<file path="src/rtl/pcsDbgPkg.sv">
package pcsDbgPkg;
  localparam int ADDR_W = 12;
  localparam int DATA_W = 32;
  localparam int VMID_W = 8;

  localparam logic [ADDR_W-1:0] OFF_PC_LO  = 12'h0A0;
  localparam logic [ADDR_W-1:0] OFF_CTX    = 12'h0A4;
  localparam logic [ADDR_W-1:0] OFF_VCTX   = 12'h0A8;
  localparam logic [ADDR_W-1:0] OFF_PC_HI  = 12'h0AC;
  localparam logic [ADDR_W-1:0] OFF_OSLOCK = 12'h300;
  localparam logic [ADDR_W-1:0] OFF_CTRL   = 12'h310;
  localparam logic [ADDR_W-1:0] OFF_STAT   = 12'h314;
  localparam logic [ADDR_W-1:0] OFF_ID1    = 12'hFC4;
  localparam logic [ADDR_W-1:0] OFF_ID     = 12'hFC8;

  typedef enum logic [3:0] {
    SEL_NONE, SEL_PCLO, SEL_CTX, SEL_VCTX, SEL_PCHI,
    SEL_CTRL, SEL_STAT, SEL_ID1, SEL_ID
  } rdSel_e;

  typedef struct packed {
    logic   capture;
    logic   wrCtrl;
    logic   wrOsLock;
    rdSel_e rdSel;
  } strobe_t;
endpackage

</file>
<file path="src/rtl/pcsDbgCtrl.sv">
module pcsDbgCtrl
  import pcsDbgPkg::*;
(
  input  logic              psel,
  input  logic              penable,
  input  logic              pwrite,
  input  logic [ADDR_W-1:0] paddr,
  input  logic              pwrOn,
  input  logic              dblLock,
  input  logic              osLocked,
  input  logic              coreProhibit,
  output strobe_t           stb,
  output logic              slverr
);
  logic   access;
  rdSel_e sel;
  logic   isOsLock;
  logic   isSample;
  logic   pwrBlocked;
  logic   sampleBlocked;

  assign access = psel && penable;

  always_comb begin
    sel      = SEL_NONE;
    isOsLock = 1'b0;
    case (paddr)
      OFF_PC_LO:  sel = SEL_PCLO;
      OFF_CTX:    sel = SEL_CTX;
      OFF_VCTX:   sel = SEL_VCTX;
      OFF_PC_HI:  sel = SEL_PCHI;
      OFF_CTRL:   sel = SEL_CTRL;
      OFF_STAT:   sel = SEL_STAT;
      OFF_ID1:    sel = SEL_ID1;
      OFF_ID:     sel = SEL_ID;
      OFF_OSLOCK: isOsLock = 1'b1;
      default:    ;
    endcase
  end

  assign isSample      = (sel == SEL_PCLO) || (sel == SEL_CTX) ||
                         (sel == SEL_VCTX) || (sel == SEL_PCHI);
  assign pwrBlocked    = !pwrOn || dblLock;
  assign sampleBlocked = pwrBlocked || osLocked;

  assign slverr = access && ((isSample && sampleBlocked) || (isOsLock && pwrBlocked));

  always_comb begin
    stb.capture  = access && !pwrite && (sel == SEL_PCLO) && !sampleBlocked && !coreProhibit;
    stb.wrCtrl   = access && pwrite && (sel == SEL_CTRL);
    stb.wrOsLock = access && pwrite && isOsLock && !pwrBlocked;
    stb.rdSel    = (access && !pwrite && !(isSample && sampleBlocked)) ? sel : SEL_NONE;
  end
endmodule

</file>
<file path="src/rtl/pcsDbgDp.sv">
module pcsDbgDp
  import pcsDbgPkg::*;
#(
  parameter int IMPL_LEVEL  = 3,
  parameter int OFFSET_MODE = 0,
  parameter int PC_W        = 64,
  parameter int SYNC_STAGES = 2
) (
  input  logic              clk,
  input  logic              rstN,
  input  strobe_t           stb,
  input  logic [DATA_W-1:0] pwdata,
  input  logic [PC_W-1:0]   corePc,
  input  logic [DATA_W-1:0] coreCtxId,
  input  logic [VMID_W-1:0] coreVmid,
  input  logic              coreNs,
  input  logic              coreEl2,
  input  logic              coreEl3,
  input  logic              coreAa64,
  input  logic              coreProhibit,
  input  logic              corePwrGood,
  input  logic              coreDblLock,
  output logic [DATA_W-1:0] prdata,
  output logic              pwrOn,
  output logic              osLocked,
  output logic              pwrUpReq
);
  localparam int  HI_W     = PC_W - 32;
  localparam bit  HAS_CTX  = IMPL_LEVEL >= 2;
  localparam bit  HAS_VCTX = IMPL_LEVEL >= 3;
  localparam int  PAD_W    = DATA_W - 4 - VMID_W;

  logic [SYNC_STAGES-1:0] syncQ;
  logic                   ctrlPu;
  logic                   ctrlNpd;
  logic [DATA_W-1:0]      capCtx;
  logic [DATA_W-1:0]      capVctx;
  logic [HI_W-1:0]        capHi;
  logic [DATA_W-1:0]      vctxLive;

  assign vctxLive = {coreNs, coreEl2, coreEl3, coreAa64, {PAD_W{1'b0}}, coreVmid};

  always_ff @(posedge clk or negedge rstN) begin
    if (!rstN) begin
      syncQ <= '0;
    end else begin
      syncQ[0] <= corePwrGood;
      for (int k = 1; k < SYNC_STAGES; k++) syncQ[k] <= syncQ[k-1];
    end
  end
  assign pwrOn = syncQ[SYNC_STAGES-1];

  always_ff @(posedge clk or negedge rstN) begin
    if (!rstN) begin
      osLocked <= 1'b1;
      ctrlPu   <= 1'b0;
      ctrlNpd  <= 1'b0;
      capHi    <= '0;
    end else begin
      if (stb.wrOsLock) osLocked <= |pwdata;
      if (stb.wrCtrl) begin
        ctrlPu <= pwdata[3];
        if (pwrOn) ctrlNpd <= pwdata[0];
      end
      if (stb.capture) capHi <= corePc[PC_W-1:32];
    end
  end

  generate
    if (HAS_CTX) begin : g_ctx
      always_ff @(posedge clk or negedge rstN) begin
        if (!rstN)            capCtx <= '0;
        else if (stb.capture) capCtx <= coreCtxId;
      end
    end else begin : g_noCtx
      assign capCtx = '0;
    end
    if (HAS_VCTX) begin : g_vctx
      always_ff @(posedge clk or negedge rstN) begin
        if (!rstN)            capVctx <= '0;
        else if (stb.capture) capVctx <= vctxLive;
      end
    end else begin : g_noVctx
      assign capVctx = '0;
    end
  endgenerate

  always_comb begin
    case (stb.rdSel)
      SEL_PCLO: prdata = coreProhibit ? '1 : corePc[31:0];
      SEL_CTX:  prdata = capCtx;
      SEL_VCTX: prdata = capVctx;
      SEL_PCHI: prdata = 32'(capHi);
      SEL_CTRL: prdata = {28'b0, ctrlPu, 2'b0, ctrlNpd};
      SEL_STAT: prdata = {25'b0, coreDblLock, 5'b0, pwrOn};
      SEL_ID1:  prdata = {28'b0, 4'(OFFSET_MODE)};
      SEL_ID:   prdata = {28'b0, 4'(IMPL_LEVEL)};
      default:  prdata = '0;
    endcase
  end

  assign pwrUpReq = ctrlPu;
endmodule

</file>
<file path="src/rtl/pcsDbgTop.sv">
module pcsDbgTop
  import pcsDbgPkg::*;
#(
  parameter int IMPL_LEVEL  = 3,
  parameter int OFFSET_MODE = 0,
  parameter int PC_W        = 64,
  parameter int SYNC_STAGES = 2
) (
  input  logic              clk,
  input  logic              rstN,
  input  logic              psel,
  input  logic              penable,
  input  logic              pwrite,
  input  logic [ADDR_W-1:0] paddr,
  input  logic [DATA_W-1:0] pwdata,
  output logic [DATA_W-1:0] prdata,
  output logic              pslverr,
  input  logic [PC_W-1:0]   corePc,
  input  logic [DATA_W-1:0] coreCtxId,
  input  logic [VMID_W-1:0] coreVmid,
  input  logic              coreNs,
  input  logic              coreEl2,
  input  logic              coreEl3,
  input  logic              coreAa64,
  input  logic              coreProhibit,
  input  logic              corePwrGood,
  input  logic              coreDblLock,
  output logic              pwrUpReq
);
  strobe_t stb;
  logic    pwrOn;
  logic    osLocked;

  pcsDbgCtrl u_ctrl (
    .psel(psel), .penable(penable), .pwrite(pwrite), .paddr(paddr),
    .pwrOn(pwrOn), .dblLock(coreDblLock), .osLocked(osLocked),
    .coreProhibit(coreProhibit), .stb(stb), .slverr(pslverr)
  );

  pcsDbgDp #(
    .IMPL_LEVEL(IMPL_LEVEL), .OFFSET_MODE(OFFSET_MODE),
    .PC_W(PC_W), .SYNC_STAGES(SYNC_STAGES)
  ) u_dp (
    .clk(clk), .rstN(rstN), .stb(stb), .pwdata(pwdata),
    .corePc(corePc), .coreCtxId(coreCtxId), .coreVmid(coreVmid),
    .coreNs(coreNs), .coreEl2(coreEl2), .coreEl3(coreEl3), .coreAa64(coreAa64),
    .coreProhibit(coreProhibit), .corePwrGood(corePwrGood), .coreDblLock(coreDblLock),
    .prdata(prdata), .pwrOn(pwrOn), .osLocked(osLocked), .pwrUpReq(pwrUpReq)
  );
endmodule

</file>
<file path="config.mk">
export PLATFORM = sky130hd
export DESIGN_NAME = pcsDbgTop
export DESIGN_NICKNAME = d
export VERILOG_FILES = /design/src/rtl/pcsDbgPkg.sv /design/src/rtl/pcsDbgCtrl.sv /design/src/rtl/pcsDbgDp.sv /design/src/rtl/pcsDbgTop.sv
export SDC_FILE = /design/constraint.sdc
export NUM_CORES = 1
export LEC_CHECK = 0
export CELL_PAD_IN_SITES_DETAIL_PLACEMENT = 0
export CELL_PAD_IN_SITES_GLOBAL_PLACEMENT = 2
export CORE_MARGIN = 2
export CORE_UTILIZATION = 28
export CTS_CLUSTER_DIAMETER = 120
export CTS_CLUSTER_SIZE = 16
export DETAILED_ROUTE_END_ITERATION = 10
export GPL_TIMING_DRIVEN = 0
export PLACE_DENSITY = 0.92
export SLEW_MARGIN = 20
export SYNTH_ARGS = -nofsm -noshare
export SYNTH_HDL_FRONTEND = slang
export SYNTH_SLANG_ARGS = --single-unit
</file>
<file path="constraint.sdc">
create_clock -name clk -period 6.15 [get_ports clk]
set_clock_uncertainty 0.2 [all_clocks]
set_input_delay 0.9225 -clock clk [delete_from_list [all_inputs] [get_ports clk]]
set_output_delay 0.9225 -clock clk [all_outputs]
set_load 0.005 [all_outputs]
</file>
Word level (Yosys, flattened, before mapping):

Index checks and enable logic that the tools add are counted.

* $add $sub $neg: 0
* $mul: 0
* divide/modulo/power cells: 0
* magnitude comparators: 0
* equality and inequality tests: 21
* shift operators: 0
* mux-type cells: 5
* bitwise operators: 0
* reductions and logical operators: 27

Operators with widths (count)
* 32-bit one-hot mux with 7 select lines: 1
* 12-bit by 8-bit equality test with 1-bit output, second input constant: 4
* 12-bit by 10-bit equality test with 1-bit output, second input constant: 3
* 32-bit two-way mux: 1
* 4-bit one-hot mux with 8 select lines: 1
* 32-bit OR reduction: 1
* 12-bit equality test, second input constant: 2
* 4-bit by 3-bit equality test with 1-bit output, second input constant: 5
* 4-bit by 2-bit equality test with 1-bit output, second input constant: 4
* 1-bit logical AND: 13
* 4-bit by 1-bit equality test with 1-bit output, second input constant: 2
* 1-bit logical NOT: 6
* 1-bit logical OR: 6
* 4-bit equality test, second input constant: 1
* 4-bit two-way mux: 1
* 2-bit AND reduction: 1
* 1-bit two-way mux: 1

* bits in registers: 81
* bits in latches: 0
* RAM bits: 0
* memory bits (read-only): 0
* input bits: 160
* output and inout port bits: 34
* logic and storage cells: 60
* memories kept: 0

Longest topological paths before layout:

Gate-level depths: netlist (run 1).

* word-level depth: 12
* gate-level depth with buffers: 9

Cells and area by module:

From an unflattened synthesis (run 1), not the netlist that was laid out.

* cells, all modules: 377
* area total of the unflattened synthesis: 4246.6 sq um

By module, submodules not included
* pcsDbgDp: times used 1, cells an instance 318, area an instance 3883.7 sq um, sequential area each 2028.2 sq um
* pcsDbgCtrl: times used 1, cells an instance 59, area an instance 362.8 sq um, sequential area each 0.0 sq um

Worst setup path before layout (run 1):

OpenSTA, ideal clock, no wires.

* path type: input-to-output
* from: input port paddr[3]
* to: output port prdata[10]
* arrival time: 2.666 ns
* path slack: 2.362 ns
* stages on the path: 9
* cells stage by stage: buf_2 or4b_1 nor4_2 a311oi_2 a211oi_1 buf_2 buf_4 a22oi_1 o21ai_0

* longest elaborated chain between the ends: 12
* elaborated cells between the ends (all ways): 28
* classes of those cells: eq/ne: 19; mux: 3; reduce/logical: 6

RTL lines
* start, declared: line pcsDbgTop.sv:14 `input logic [ADDR_W-1:0] paddr,`
* 12-bit equality test (tied with other cells): line pcsDbgCtrl.sv:27 `case (paddr)`
* 4-bit one-hot mux with 8 select lines (*): line pcsDbgCtrl.sv:27
* 4-bit by 1-bit equality test with 1-bit output or 4-bit by 2-bit equality test with 1-bit output (tied branches): line pcsDbgCtrl.sv:41 `assign isSample = (sel == SEL_PCLO) || (sel == SEL_CTX) ||`
* 1-bit logical OR (2 in a row): line pcsDbgCtrl.sv:41
* 1-bit logical OR: line pcsDbgCtrl.sv:42 `(sel == SEL_VCTX) || (sel == SEL_PCHI);`
* 1-bit logical AND: line pcsDbgCtrl.sv:52 `stb.rdSel = (access && !pwrite && !(isSample && sampleBlocked)) ? sel : SEL_NONE;`
* 1-bit logical NOT: line pcsDbgCtrl.sv:52
* 1-bit logical AND: line pcsDbgCtrl.sv:52
* 4-bit two-way mux (*): line pcsDbgCtrl.sv:52
* 4-bit equality test (tied with other cells): line pcsDbgDp.sv:89 `case (stb.rdSel)`
* 32-bit one-hot mux with 7 select lines (*): line pcsDbgDp.sv:89
* end, declared: line pcsDbgTop.sv:16 `output logic [DATA_W-1:0] prdata,`

Every way passes the cells marked *; elsewhere a longest branch is shown, timed or not.

Worst setup path after layout (run 1):

* from: input port paddr[9]
* to: output port prdata[15]

The elaborated chain is that of the path after synthesis.

==> impl_metrics.py, run 1 <==
metrics = {
    "cts": {
        "cts.hold.buffers_added": 0,
        "tritoncts": "built",
        "cts-resized-gates": 0,
        "ctsHtreeMaxLevel": 3,
        "clockRootBuffer": "clkbuf_16",
        "clk_latency_ps": 340,
        "cts.clk_slew.worst_paths_ps": 60,
        "numCtsBuffers": 9,
        "max-clock-path-buffers": 2,
        "cts.sinks": 81,
        "post_cts.repair.setup_buffers": 0,
    },
    "cells_and_area": {
        "finalNetCount": 741,
        "antenna_cells": 0,
        "layout-area-overhead-vs-synth_pct": 56.2,
        "layout-drive-gt1-share_pct": 20.6,
    },
    "setup_path": {
        "critPathSlowestCell": "clkdlybuf4s50_1",
        "cp_data_arrival_time_ps": 4410,
        "max_stage_delay_ps": 640,
        "cp_data_required_time_ps": 5030,
        "ff2ff_path_depth": 8,
        "rr_startpoint": "u_dp.syncQ[1]",
        "crit_type": "in -> out",
        "path_cells": "clkdlybuf4s50_1, nand3b_2, nor3_2, a311oi_2, nor3_1, clkbuf_1, a22oi_1, o21ai_0, clkdlybuf4s50_1",
        "reg2reg_slack_ps": 3700,
        "worstSetupStartpointType": "input pin",
        "cp-end-kind": "primary output",
        "crit_family": "buffers and inverters",
        "crit_fanout": 10,
        "timing.rr.end": "u_dp.capHi[2]",
        "crit_buf_inv": 3,
        "cp_common_cell": "clkdlybuf4s50_1",
    },
    "min_path": {
        "min_path_cells": 0,
        "hold_path_class": "reg -> reg",
        "holdCritStartpoint": "u_dp.syncQ[0]",
        "whs_endpoint": "u_dp.syncQ[1]",
    },
    "power_and_ir_drop": {
        "total_power_w": 0.00122,
        "p_per_area_nw_per_um2": 174,
        "p_leak_nw": 2.90,
        "peakVddDrop_mv": 0.125,
    },
    "placed_design": {
        "place_worst_setup_slack_ps": 598,
        "place_congestion": 0.796,
        "io_buffers": 192,
        "post-dp-hpwl_um": 11000,
    },
    "routing": {
        "drt_wl_total_um": 14500,
        "viasPerCell": 4.81,
        "drc": 0,
        "vias": 3860,
        "wl_per_cell_um": 18.1,
        "drtAntennaViolNets": 0,
        "drtIter0Drc": 145,
        "drt_pass1_iterations": 4,
    },
    "sta": {
        "relSlewSlack_pct": 49.1,
        "finalMaxSlewViolations": 0,
        "hold_viol_final": 0,
        "final-setup-viol-count": 0,
        "fin_crit_sh_pct": 89.9,
        "min_period_ps": 5530,
        "rsz0062_at_grt": "no",
        "worst_slack_ps": 621,
        "tightest_slew_ps": 764,
        "max_freq_ghz": 0.181,
        "setup_tns_ps": 0,
    },
    "logic_synthesis": {
        "synth_area_per_cell_um2": 11.8,
        "yosysWarnings": 0,
        "yosys_register_bits": 81,
        "synth_top_area_share_pct": 44.8,
        "yosysSeqAreaShare_pct": 45.4,
        "synth_area_um2": 4460,
        "yosysTopAreaCell": "dfrtp_1",
        "synth_area_leaders": "dfrtp_1, mux2_4, mux2_2",
        "async_reset_ff_share_pct": 100,
        "ys.flop_type": "dfrtp_1",
        "synth_nets": 537,
        "synth-edff-count": 0,
        "ys_types": 58,
        "synthCells": 377,
    },
    "global_route": {
        "grt_util_all_layers_pct": 17.6,
        "overflow": 0,
        "grt_max_degree": 47,
        "antenna_found_initial": 0,
        "grt_pass1_vias": 4175,
        "grt_pass1_wl_um": 22600,
    },
    "die": {
        "die_area_um2": 17000,
        "fp.dieH_um": 130,
        "coreArea_um2": 15700,
        "die-width_um": 130,
        "rows": 46,
        "io_pins": 194,
        "initial_core_util_pct": 28.4,
    },
    "outcome": {
        "status": "finished, final reports clean",
    },
    "job": {
        "drv_cap": 0,
    },
}
cell usage in the layout (no fill, tap or decap), types with 2 or more instances in the layout:
master / n
nand2_1: 13
buf_4: 3
dfrtp_1: 80
o21ai_0: 22
mux2_4: 40
inv_1: 5
a221oi_1: 2
nand4_1: 9
nor3_1: 6
nor2_1: 39
buf_8: 4
mux2_2: 38
o2bb2ai_1: 8
and3_1: 2
o21ai_1: 2
o211ai_1: 2
nor4_1: 10
clkinv_2: 2
and2_1: 2
clkbuf_1: 10
a22oi_1: 23
xor2_1: 2
a221o_1: 8
a32oi_1: 2
clkbuf_16: 9
buf_2: 8
a31oi_1: 2
or3_1: 2
nand4b_1: 2
nand3_1: 5
clkdlybuf4s50_1: 191
layout make-up:
type                            count  area (um2)
Tap cell                          216         270
Multi-Input combinational cell    268        2260
Inverter                            5        18.8
Fill cell                        1443        8740
Timing Repair Buffer              193        1950
Clock inverter                      3        40.0
Clock buffer                       13         250
Buffer                             23         156
Sequential cell                    81        2030
how the worst max path moves through the flow:
stage | start | endpoint | slack (ps) | cells past startpoint
global route | paddr[9] | prdata[11] | 300 | 9
finish | paddr[9] | prdata[15] | 620 | 9
global placement | paddr[9] | prdata[3] | 610 | 9
detailed placement | paddr[9] | prdata[3] | 600 | 9
CTS | paddr[9] | prdata[3] | 590 | 9
floorplan | paddr[3] | prdata[10] | 2360 | 9
worst register-to-register path, delay by kind of cell (launching register included):
kind / cells / cell delay, ps
simple gates: 4 / 700
buf+inv: 2 / 400
flops: 1 / 380
compound gates: 1 / 340
mux: 1 / 320
report_power, final:
part	total, W	internal, W	switching [W]
Sequential	0.000534	0.000534	0.000000418
Clock	0.000537	0.000325	0.000213
Combinational	0.000145	0.0000979	0.0000468
layer usage:
layer	vias to the layer above	track usage, %	share of wire (%)	wire (um)
li1	1840	-	-	-
met1	1888	22.2	44	6330
met2	117	29.5	49	7100
met3	15	4.47	6.0	875
met4	0	6.07	1.6	227
met5	-	0	0	0
synth_stat cells (4+ instances only):
master,count
a221o_1,8
a22oi_1,23
buf_2,8
buf_8,4
clkbuf_1,7
dfrtp_1,80
inv_1,5
mux2_2,38
mux2_4,40
nand2_1,13
nand3_1,5
nand4_1,9
nor2_1,39
nor3_1,6
nor4_1,10
o21ai_0,22
o2bb2ai_1,8
per-stage QoR:
step,area (um2),util [%],hold slack (ps),cells
global placement,6660,42.4,139,785
detailed placement,6680,42.5,148,786
global route,6970,44.4,163,802
CTS,6970,44.4,160,802
floorplan,4460,-,131,377
finish,6970,44.4,159,802
sequential cells by signal (all words and copies together), names as in the netlist:
name	count
u_dp.capCtx	32
u_dp.capHi	32
u_dp.capVctx	12
u_dp.ctrlNpd	1
u_dp.osLocked	1
u_dp.pwrUpReq	1
u_dp.syncQ	2
cell families (layout without fill, tap and decap cells):
| family | after synthesis | after routing | synth area share, % |
|---|---|---|---|
| buffers and inverters | 28 | 237 | 3.92 |
| AOI/OAI and AO/OA | 81 | 81 | 13.6 |
| muxes | 78 | 78 | 23.0 |
| and+or+nand+nor | 107 | 107 | 13.6 |
| xor gates and xnor gates | 2 | 2 | 0.392 |
| DFF | 81 | 81 | 45.4 |
Note: power is estimated with default switching activity, not from simulation.
==> inputs of run 2 (changes only) <==
--- a/config.mk
+++ b/config.mk
@@ -7,7 +7,6 @@
 export LEC_CHECK = 0
 export CELL_PAD_IN_SITES_DETAIL_PLACEMENT = 0
 export CELL_PAD_IN_SITES_GLOBAL_PLACEMENT = 2
-export CORE_MARGIN = 2
 export CORE_UTILIZATION = 28
 export CTS_CLUSTER_DIAMETER = 120
 export CTS_CLUSTER_SIZE = 16
==> run 2 against run 1 <==
Routed wire length up 0.54%. Die area down 3.0%. Power up 3.3%. Clock power up 7.4%. Non-clock buffer count unchanged. Register-to-register slack worse by 40 ps. Critical path depth up 1. Sequential share of layout area down 0.063 points. Setup slack better by 5.0 ps. Combinational power about the same. Clock-buffer cell count down 1. Global-route usage up 1.0 points. Critical path type unchanged. Highest routed layer unchanged.
==> impl_metrics.py, run 2 (same netlist as run 1, synthesis figures left out) <==
metrics = {
    "cells_and_area": {
        "seq_area_um2": 2030,
        "final_common_cell": "clkdlybuf4s50_1",
        "finalNetCount": 741,
        "multiInputGateArea_um2": 2260,
        "reg_top3": "u_dp.capCtx x32, u_dp.capHi x32, u_dp.capVctx x12",
        "layoutNonFillerInstCount": 796,
        "final_cell_mix": "clkdlybuf4s50_1, dfrtp_1, mux2_4",
        "antenna_cells": 0,
        "layout-drive-gt1-share_pct": 20.7,
        "layout-area-overhead-vs-synth_pct": 56.5,
        "fill_cells": 1435,
    },
    "job": {
        "drv_cap": 0,
    },
    "die": {
        "die_area_um2": 16500,
        "die-width_um": 128,
        "initial_core_util_pct": 29.0,
        "coreArea_um2": 15400,
        "io_pins": 194,
        "rows": 45,
        "fp.dieH_um": 128,
    },
    "setup_path": {
        "reg2reg_slack_ps": 3660,
        "worstSetupStartpointType": "input pin",
        "crit_type": "in -> out",
        "cp_data_required_time_ps": 5030,
        "cp_data_arrival_time_ps": 4400,
        "cp-end-kind": "primary output",
        "crit_fanout": 10,
    },
    "cts": {
        "cts.clk_slew.worst_paths_ps": 60,
        "clk_latency_ps": 340,
        "tritoncts": "built",
        "cts.hold.buffers_added": 0,
        "numCtsBuffers": 9,
        "max-clock-path-buffers": 2,
        "clockRootBuffer": "clkbuf_16",
        "cts-resized-gates": 0,
        "cts.sinks": 81,
        "ctsHtreeMaxLevel": 3,
        "post_cts.repair.setup_buffers": 0,
    },
    "global_route": {
        "overflow": 0,
        "grt_pass1_wl_um": 23200,
        "antenna_found_initial": 0,
        "grt_pass1_vias": 4458,
        "grt_util_all_layers_pct": 18.6,
        "grt_max_degree": 48,
    },
    "power_and_ir_drop": {
        "switchingPower_w": 0.000260,
        "p_leak_nw": 2.91,
        "sequentialPowerShare_pct": 42.5,
        "pwr-share-comb_pct": 11.6,
        "swShare_pct": 20.7,
        "peakVddDrop_mv": 0.163,
        "internal_power_w": 0.000996,
        "p_clk_share_pct": 45.9,
        "p_per_area_nw_per_um2": 180,
    },
    "routing": {
        "drtAntennaViolNets": 0,
        "drtIter0Drc": 164,
        "wl_per_cell_um": 18.4,
        "vias": 3865,
        "drt_pass1_iterations": 4,
        "viasPerCell": 4.86,
        "drt_wl_total_um": 14600,
        "drc": 0,
    },
    "sta": {
        "setup_tns_ps": 0,
        "max_freq_ghz": 0.181,
        "finalMaxSlewViolations": 0,
        "relSlewSlack_pct": 43.8,
        "final-setup-viol-count": 0,
        "rsz0062_at_grt": "no",
        "fin_crit_sh_pct": 89.8,
        "hold_viol_final": 0,
        "fin_worst_hold_slack_ps": 145,
        "min_period_ps": 5520,
        "tightest_slew_ps": 843,
    },
    "placed_design": {
        "place_congestion": 0.813,
        "post-dp-hpwl_um": 11000,
        "numPlacedInstances": 781,
        "io_buffers": 192,
    },
    "outcome": {
        "status": "finished, final reports clean",
    },
    "min_path": {
        "hold_path_class": "reg -> reg",
    },
}
-- run 2: layer usage --
metal / vias up / part of all wire, % / GRT usage [%]
li1: 1845 / - / -
met1: 1871 / 44 / 23.3
met2: 132 / 48 / 30.9
met3: 17 / 5.9 / 5.43
met4: 0 / 1.9 / 5.61
met5: - / 0 / 0
-- run 2: worst paths after layout --
path | to | cells past startpoint | start
setup / recovery | prdata[16] | 10 | paddr[9]
setup reg to reg | u_dp.capHi[1] | 8 | u_dp.syncQ[1]
max in group asynchronous | u_dp.capHi[4] | 2 | rstN
min in group asynchronous | u_dp.capCtx[15] | 1 | rstN
hold / removal | u_dp.syncQ[1] | 0 | u_dp.syncQ[0]
hold reg to reg | u_dp.syncQ[1] | 0 | u_dp.syncQ[0]
-- run 2: critical path: stages --
cell	delay (ps)
clkdlybuf4s50_1	650
nand3b_2	200
nor3_2	490
a311oi_2	260
a211oi_1	490
buf_2	380
buf_4	250
a22oi_1	100
o21ai_0	120
clkdlybuf4s50_1	530
-- run 2: per-stage QoR --
step                area, um2  util [%]  setup slack, ps  total power, W
detailed placement       6680      43.4              638        0.000690
global placement         6650      43.3              692        0.000686
CTS                      6990      45.5              621         0.00127
floorplan                4460         -             2360        0.000564
global route             6990      45.5              354         0.00131
finish                   6990      45.5              626         0.00126
-- run 2: power by group through the flow --
stage / Clock, W / Sequential (W) / Combinational [W]
5_1_grt: 0.000616 / 0.000534 / 0.000157
6_report: 0.000577 / 0.000534 / 0.000145
2_1_floorplan: 0 / 0.000544 / 0.0000199
3_5_place_dp: 0 / 0.000544 / 0.000146
4_1_cts: 0.000589 / 0.000534 / 0.000147
3_3_place_gp: 0 / 0.000544 / 0.000142
-- run 2: area by class of cell --
| class | count | share of cell area [%] |
|---|---|---|
| clock buffer | 12 | 3.53 |
| tap | 211 | 3.78 |
| timing repair buffer | 193 | 27.9 |
| sequential | 81 | 29.0 |
| inverter | 5 | 0.269 |
| buffer | 23 | 2.24 |
| clock inverter | 3 | 0.931 |
| multi-input combinational | 268 | 32.4 |
==> inputs of run 3 (changes only) <==
--- a/config.mk
+++ b/config.mk
@@ -7,9 +7,10 @@
 export LEC_CHECK = 0
 export CELL_PAD_IN_SITES_DETAIL_PLACEMENT = 0
 export CELL_PAD_IN_SITES_GLOBAL_PLACEMENT = 2
+export CORE_MARGIN = 2
 export CORE_UTILIZATION = 28
 export CTS_CLUSTER_DIAMETER = 120
-export CTS_CLUSTER_SIZE = 16
+export CTS_CLUSTER_SIZE = 14
 export DETAILED_ROUTE_END_ITERATION = 10
 export GPL_TIMING_DRIVEN = 0
 export PLACE_DENSITY = 0.92
==> results of run 3 <==
Same layout as run 1: the final DEF is identical, and so are final timing and power.
